## src/rtl/brs_pkg.sv

```systemverilog
package brs_pkg;
  typedef enum logic [1:0] {
    BS_TI = 2'b00,
    BS_TS = 2'b01,
    BS_TC = 2'b10
  } bus_state_e;
endpackage

```

## src/rtl/brs_phase_gen.sv

```systemverilog
module brs_phase_gen (
  input  logic clk_i,
  input  logic rst_ni,
  output logic phase_o,
  output logic bound_o,
  output logic mid_o
);
  logic phase_q;

  always_ff @(posedge clk_i or negedge rst_ni) begin
    if (!rst_ni) phase_q <= 1'b0;
    else         phase_q <= ~phase_q;
  end

  assign phase_o = phase_q;
  assign bound_o = phase_q;   // edge ending phase 2 = system clock boundary
  assign mid_o   = ~phase_q;  // edge ending phase 1
endmodule

```

## src/rtl/brs_state_tracker.sv

```systemverilog
module brs_state_tracker
  import brs_pkg::*;
(
  input  logic       clk_i,
  input  logic       rst_ni,
  input  logic       bound_i,
  input  logic       start_i,
  input  logic       rdy_i,
  output bus_state_e state_o,
  output logic       first_tc_o
);
  bus_state_e state_q, state_d;
  logic       pend_q, first_q, take;

  always_comb begin
    state_d = state_q;
    unique case (state_q)
      BS_TI:   if (pend_q) state_d = BS_TS;
      BS_TS:   state_d = BS_TC;
      BS_TC:   if (rdy_i) state_d = pend_q ? BS_TS : BS_TI;
      default: state_d = BS_TI;
    endcase
  end

  assign take = bound_i && (state_d == BS_TS);

  always_ff @(posedge clk_i or negedge rst_ni) begin
    if (!rst_ni) begin
      state_q <= BS_TI;
      pend_q  <= 1'b0;
      first_q <= 1'b0;
    end else begin
      pend_q <= start_i | (pend_q & ~take);
      if (bound_i) begin
        state_q <= state_d;
        first_q <= (state_q == BS_TS);
      end
    end
  end

  assign state_o    = state_q;
  assign first_tc_o = first_q;

  AST_STATE_AT_BOUND_ONLY: assert property (@(posedge clk_i) disable iff (!rst_ni)
    !bound_i |=> $stable(state_q));
  AST_TS_ONE_CLOCK: assert property (@(posedge clk_i) disable iff (!rst_ni)
    bound_i && state_q == BS_TS |=> state_q == BS_TC);
  AST_TC_HOLDS: assert property (@(posedge clk_i) disable iff (!rst_ni)
    bound_i && state_q == BS_TC && !rdy_i |=> state_q == BS_TC);
  AST_IDLE_AFTER_LAST: assert property (@(posedge clk_i) disable iff (!rst_ni)
    bound_i && state_q == BS_TC && rdy_i && !pend_q |=> state_q == BS_TI);
endmodule

```

## src/rtl/brs_async_sync.sv

```systemverilog
module brs_async_sync #(
  parameter int unsigned STAGES = 2
) (
  input  logic clk_i,
  input  logic rst_ni,
  input  logic bound_i,
  input  logic d_i,
  output logic q_o
);
  logic [STAGES-1:0] chain_q;

  for (genvar g = 0; g < STAGES; g++) begin : g_stage
    always_ff @(posedge clk_i or negedge rst_ni) begin
      if (!rst_ni)      chain_q[g] <= 1'b0;
      else if (bound_i) chain_q[g] <= (g == 0) ? d_i : chain_q[(g == 0) ? 0 : g-1];
    end
  end

  assign q_o = chain_q[STAGES-1];

  AST_SYNC_STEP: assert property (@(posedge clk_i) disable iff (!rst_ni)
    !bound_i |=> $stable(q_o));
endmodule

```

## src/rtl/brs_ready_merge.sv

```systemverilog
module brs_ready_merge
  import brs_pkg::*;
(
  input  logic       clk_i,
  input  logic       rst_ni,
  input  logic       mid_i,
  input  logic       bound_i,
  input  bus_state_e state_i,
  input  logic       first_tc_i,
  input  logic       srdy_ni,
  input  logic       srdy_en_ni,
  input  logic       async_i,
  output logic       ready_no
);
  logic ready_q, srdy_hit, async_hit;

  assign srdy_hit  = ~srdy_ni & ~srdy_en_ni;
  assign async_hit = async_i & ~first_tc_i;  // no zero-wait via async path

  always_ff @(posedge clk_i or negedge rst_ni) begin
    if (!rst_ni)                          ready_q <= 1'b1;
    else if (bound_i)                     ready_q <= 1'b1;
    else if (mid_i && state_i == BS_TC)   ready_q <= ~(srdy_hit | async_hit);
  end

  assign ready_no = ready_q;

  AST_READY_IN_TC_PH2: assert property (@(posedge clk_i) disable iff (!rst_ni)
    !ready_q |-> state_i == BS_TC && bound_i);
  AST_READY_ONE_CLK: assert property (@(posedge clk_i) disable iff (!rst_ni)
    !ready_q |=> ready_q);
  AST_FIRST_TC_SYNC_ONLY: assert property (@(posedge clk_i) disable iff (!rst_ni)
    $fell(ready_q) && first_tc_i |-> $past(!srdy_ni && !srdy_en_ni));
  AST_ENABLED_SOURCE: assert property (@(posedge clk_i) disable iff (!rst_ni)
    $fell(ready_q) |-> $past(!srdy_en_ni) || $past(async_i));
endmodule

```

## src/rtl/bus_ready_sync.sv

```systemverilog
module bus_ready_sync
  import brs_pkg::*;
#(
  parameter int unsigned SYNC_STAGES = 2
) (
  input  logic       clk_i,
  input  logic       rst_ni,
  input  logic       cycle_start_i,
  input  logic       srdy_ni,
  input  logic       srdy_en_ni,
  input  logic       ardy_ni,
  input  logic       ardy_en_ni,
  output logic       ready_no,
  output logic [1:0] bus_state_o,
  output logic       phase_o
);
  logic       bound, mid, first_tc, async_q, ardy_hit;
  bus_state_e state;

  assign ardy_hit = ~ardy_ni & ~ardy_en_ni;  // enable rides with its ready

  brs_phase_gen i_phase (
    .clk_i   (clk_i),
    .rst_ni  (rst_ni),
    .phase_o (phase_o),
    .bound_o (bound),
    .mid_o   (mid)
  );

  brs_state_tracker i_track (
    .clk_i      (clk_i),
    .rst_ni     (rst_ni),
    .bound_i    (bound),
    .start_i    (cycle_start_i),
    .rdy_i      (~ready_no),
    .state_o    (state),
    .first_tc_o (first_tc)
  );

  brs_async_sync #(.STAGES(SYNC_STAGES)) i_sync (
    .clk_i   (clk_i),
    .rst_ni  (rst_ni),
    .bound_i (bound),
    .d_i     (ardy_hit),
    .q_o     (async_q)
  );

  brs_ready_merge i_merge (
    .clk_i      (clk_i),
    .rst_ni     (rst_ni),
    .mid_i      (mid),
    .bound_i    (bound),
    .state_i    (state),
    .first_tc_i (first_tc),
    .srdy_ni    (srdy_ni),
    .srdy_en_ni (srdy_en_ni),
    .async_i    (async_q),
    .ready_no   (ready_no)
  );

  assign bus_state_o = state;
endmodule

```

## config.mk

```make
export PLATFORM = sky130hd
export DESIGN_NAME = bus_ready_sync
export DESIGN_NICKNAME = d
export VERILOG_FILES = /design/src/rtl/brs_pkg.sv /design/src/rtl/brs_phase_gen.sv /design/src/rtl/brs_state_tracker.sv /design/src/rtl/brs_async_sync.sv /design/src/rtl/brs_ready_merge.sv /design/src/rtl/bus_ready_sync.sv
export SDC_FILE = /design/constraint.sdc
export NUM_CORES = 1
export LEC_CHECK = 0
export ABC_CLOCK_PERIOD_IN_PS = 1100
export BUFFER_PORTS_ARGS = -buffer_cell sky130_fd_sc_hd__buf_2
export CELL_PAD_IN_SITES_DETAIL_PLACEMENT = 2
export CELL_PAD_IN_SITES_GLOBAL_PLACEMENT = 2
export CORE_AREA = 2 2 39 41
export DETAILED_ROUTE_END_ITERATION = 10
export DIE_AREA = 0 0 41 43
export PLACE_DENSITY = 0.61
export SYNTH_ARGS = -nofsm -noshare
export SYNTH_HDL_FRONTEND = slang
export SYNTH_SLANG_ARGS = --single-unit
```

## constraint.sdc

```tcl
create_clock -name clk_i -period 1.1 [get_ports clk_i]
set_input_delay 0.165 -clock clk_i [delete_from_list [all_inputs] [get_ports clk_i]]
set_output_delay 0.165 -clock clk_i [all_outputs]
set_load 0.01 [all_outputs]
```

### Word level (Yosys, flattened, before mapping)

Index checks and enable logic that the tools add are counted.

| word-level totals | value |
|---|---|
| input port bits | 7 |
| flip-flop bits (word level) | 8 |

| operators by class | value |
|---|---|
| bitwise gates (word level) | 14 |
| muxes and demuxes | 6 |
| reduce and logical (&&, ||, !) cells | 4 |
| equal/unequal tests | 3 |

Operators with widths:

| operator | number |
|---|---|
| inverter 1 bit | 8 |
| case mux 2 bit (3 select lines) | 1 |
| AND 1 bit | 4 |
| == test 2 x 1 -> 1 bit, second input constant | 2 |
| two-way mux 2 bit | 2 |
| two-way mux 1 bit | 3 |
| == test 2 bit, second input constant | 1 |
| logical AND 1 bit | 2 |
| zero test 2 bit | 1 |
| bitwise OR 1 bit | 2 |
| nonzero test 2 bit | 1 |

### Depth between registers and ports, before layout

| depth | value |
|---|---|
| word-level depth | 8 |
| gate-level depth with buffers | 3 |
| depth with buffers taken out | 3 |

### Hierarchy

A second synthesis with hierarchy kept.

| unflattened totals | value |
|---|---|
| cells, all modules | 31 |
| area total of the unflattened synthesis | 367.9 um^2 |

By module, submodules not included:

| module | area an instance (um^2) | times used | sequential area each (um^2) | cells an instance |
|---|---|---|---|---|
| brs_state_tracker | 173.9 | 1 | 100.1 | 16 |
| brs_ready_merge | 77.6 | 1 | 26.3 | 6 |
| brs_async_sync | 72.6 | 1 | 50.0 | 4 |
| brs_phase_gen | 36.3 | 1 | 25.0 | 3 |
| bus_ready_sync | 7.5 | 1 | 0.0 | 2 |

### Worst setup path after synthesis

No wires, ideal clock.

| timing | value |
|---|---|
| kind | register to register |
| start point | register i_merge.ready_q (netlist: i_merge.ready_no) |
| end point | register i_track.state_q[0] (netlist: i_track.state_o[0]) |
| path buffers | 0 |
| data arrival time | 774 ps |
| cell stages (with the launch flop) | 4 |
| path slack | 196 ps |
| cell sequence | dfstp_2 -> nand2_1 -> nand3_1 -> o22ai_1 |

| between the ends | value |
|---|---|
| word-level cells in the longest chain between the ends | 2 |

Ends and longest elaborated chain:

| what | line | text |
|---|---|---|
| start: declaration | brs_ready_merge.sv:15 | `logic ready_q, srdy_hit, async_hit;` |
| start signal: assignment | brs_ready_merge.sv:23 | `else if (mid_i && state_i == BS_TC) ready_q <= ~(srdy_hit \| async_hit);` |
| two-way mux 2 bit | brs_state_tracker.sv:20 | `BS_TC: if (rdy_i) state_d = pend_q ? BS_TS : BS_TI;` |
| case mux 2 bit (3 select lines) | brs_state_tracker.sv:17 | `unique case (state_q)` |
| end signal: assignment | brs_state_tracker.sv:35 | `state_q <= state_d;` |
| end: declaration | brs_state_tracker.sv:12 | `bus_state_e state_q, state_d;` |

No other way between the ends.
A chain may end at the register's enable or synchronous reset.

### Worst setup path after layout

| timing | value |
|---|---|
| start point | register i_merge.ready_q (netlist: i_merge.ready_no) |
| end point | output port ready_no |

RTL lines:

| what | line | text |
|---|---|---|
| end: declaration | bus_ready_sync.sv:13 | `output logic ready_no,` |

No word-level cell between the ends.

==> summary.md <==
| Metric | Value |
|---|---|
| Area leader, netlist | dfrtp_1 |
| Antenna diodes | 0 |
| Total wire length | approximately 670 um |
| Root Buffer | clkbuf_4 |
| Mapped Area | between 300 and 400 um2 |
| RePlAce Congestion | around 0.72 |
| Crit Reg-Reg Startpoint | i_merge.ready_no$_DFFE_PN1P_ |
| Critical Path End Type | output port |
| Register clock-pin slew on the reported worst setup and hold paths | approximately 0.06 ns |
| Power Density | ~2200 nW/um2 |
| Leak Pwr | approximately 0.21 nW |
| Syn Inst Count | 28 |
| Max-cap violation count | 0 |
| Sinks on Clock Net | 8 |
| Antenna-violating nets left | 0 |
| Most common cell in the netlist | dfrtp_1 |
| Vias | ~270 |
| Required time worst endpoint | around 0.94 ns |
| CTS tree | done |
| Netlist cell types | 14 |
| Yosys top cell area share | 0.558 |
| Maximum VDD drop | roughly 670 uV |
| Skew final | between 0.004 and 0.005 ns |
| CP cell instances | buf_2 |
| Syn Area/Cell | approximately 11 um2 |
| Number of I/O pins | 11 |
| Sequential share of the synthesized area | 0.641 |
| Clk buf depth | 2 |
| DP HPWL | around 530 um |
| Slowest CP cell | dfstp_2 |
| Fin util | 0.310 |
| Gr usage total | 0.105 |
| Drt wl/cell | ~11 um |
| Fin crit share | 0.959 |
| Largest net degree at the start of global routing | 9 |
| Num rows | 14 |
| Share of cells above drive strength 1 | 0.409 |
| Crit-path max cell delay | 0.52 ns |
| First-pass DRT Iterations | 2 |
| Max FO, Critical Path | 2 |
| Final Hold Viols | 0 |
| Buf/Inv on CP | 1 |
| RSZ-0062 raised after global routing | false |
| Path type of the worst setup path | register to output port |
| Post-route DRC | 0 |
| Final TNS setup | 0 ns |
| Synth area leaders | dfrtp_1, dfstp_2, nand2_1 |
| Syn Nets | 35 |
| Startpoint Class | register |
| Initial Utilization | 0.227 |
| Flops & latches, synth | 8 |
| Area growth syn-to-layout | 36.7% |
| Main synth FF type | dfrtp_1 |
| Initial antenna violation count | 0 |
| FF-to-FF path depth | 4 |
| Worst Tran Pin Value | 0.187 ns |
| Final setup viols | 0 |
| Reg2reg end | i_track.state_o[0]$_DFFE_PN0P_ |
| Clk Latency, worst-skew pair | 0.25 ns |
| Crit path depth | 1 |
| Final Net Count | 52 |
| Hold crit path type | input port to register |
| Worst setup endpoint | ready_no |
| I/O Buffers | 10 |
| Tmin final | approximately 1.1 ns |
| Slew HR | 0.875 |
| Die Y | about 43 um |
| CP startpoint | i_merge.ready_no$_DFFE_PN1P_ |
| Fill cells | roughly 160 |
| Vias in the first global route | 275 |
| CTS buffer count | 3 |
| Vias per cell | 4.48 |
| Area of the die | between 1500 and 2000 um2 |
| Detailed Route Iter0 Violations | 3 |
| EDFF count, synth | 0 |
| Outcome | complete, no violations |
| Gr ovfl total | 0 |
| Die span in x | about 41 um |
| Highest clock rate | approximately 0.95 GHz |
| H-tree levels | 1 |
| Yosys warning total | 0 |
| Crit path max-delay family | flip-flops |
| Most instantiated cells after synthesis | dfrtp_1, nand2_1, inv_1 |
| Critical path arrival | a little under 0.9 ns |
| FF-to-FF setup slack | 0.10 ns |
| Core area | 1380 um2 |
| Asr flop ratio synth | 1.00 |
| First-pass GRT wire length | between 1000 and 1500 um |
| Final Slew Violations | 0 |
==> worst min-delay path by stage <==
stage / start / endpoint / slack, ns / depth (start not counted)
6_report: cycle_start_i / i_track.pend_q$_DFF_PN0_ / 0.09 / 2
5_1_grt: cycle_start_i / i_track.pend_q$_DFF_PN0_ / 0.08 / 2
4_1_cts: cycle_start_i / i_track.pend_q$_DFF_PN0_ / 0.08 / 2
3_5_place_dp: rst_ni / i_sync.chain_q[0]$_DFFE_PN0P_ / 0.02 / 1
3_3_place_gp: rst_ni / i_sync.chain_q[0]$_DFFE_PN0P_ / 0.01 / 1
2_1_floorplan: rst_ni / i_phase.bound_o$_DFF_PN0_ / -0.13 / 0
==> metrics by stage <==
step / power, mW / cell area, um2 / hold WS (ns) / instances / setup slack [ns]
final: 0.965 / 429 / 0.0854 / 60 / 0.0454
after global routing: 1.05 / 429 / 0.0829 / 60 / 0.00542
after CTS: 0.993 / 429 / 0.0756 / 60 / 0.0298
after detailed placement: 0.720 / 384 / 0.0210 / 54 / 0.161
after global placement: 0.704 / 384 / 0.0138 / 54 / 0.194
after floorplan: 0.606 / 314 / -0.131 / 28 / 0.196
==> power breakdown <==
group          internal, mW  total, mW  switching (mW)
Clock                 0.139      0.242           0.103
Sequential            0.381      0.445          0.0637
Combinational         0.137      0.278           0.142
==> layout make-up <==
type | instances | area, um2 | share of cell area
inverter | 4 | 15.0 | 0.0350
sequential | 8 | 203 | 0.472
multi-input combinational | 16 | 97.6 | 0.227
tap | 16 | 20.0 | 0.0466
timing repair buffer | 12 | 67.6 | 0.157
clock buffer | 4 | 26.3 | 0.0612
==> kinds of logic after synthesis <==
logic type	Yosys count	synth area share
mux	1	0.0319
compound gates	9	0.195
buf+inv	4	0.0478
flops	8	0.641
simple gates	6	0.0836
==> what timing repair did <==
item,CTS,global route
endpoints found under the hold margin,8,0
hold buffers,1,0
setup buffers,1,0
setup endpoints to repair,2,0
gates resized for setup,1,0
==> registers in the layout (all words and copies together), names as in the netlist <==
register and count:
i_merge.ready_no 1, i_phase.bound_o 1, i_sync.chain_q 1, i_sync.q_o 1, i_track.first_tc_o 1, i_track.pend_q 1
i_track.state_o 2
==> cells in the final DEF, fill, tap and decap left out, types with 2 or more instances in the layout <==
master,synthesis,final
o21ai_0,2,2
buf_2,0,10
o22ai_1,2,2
clkbuf_4,0,3
dfrtp_1,7,6
nand2_1,4,4
inv_1,3,3
a21oi_1,2,2
==> per-layer routing <==
layer / global-route usage / vias to the layer above / share of wire
met5: 0 / - / 0
met4: 0.0600 / 0 / 0.0089
li1: - / 130 / -
met3: 0.0471 / 2 / 0.074
met1: 0.116 / 129 / 0.39
met2: 0.159 / 8 / 0.53
No activity file was read; power rests on OpenSTA's default activity.
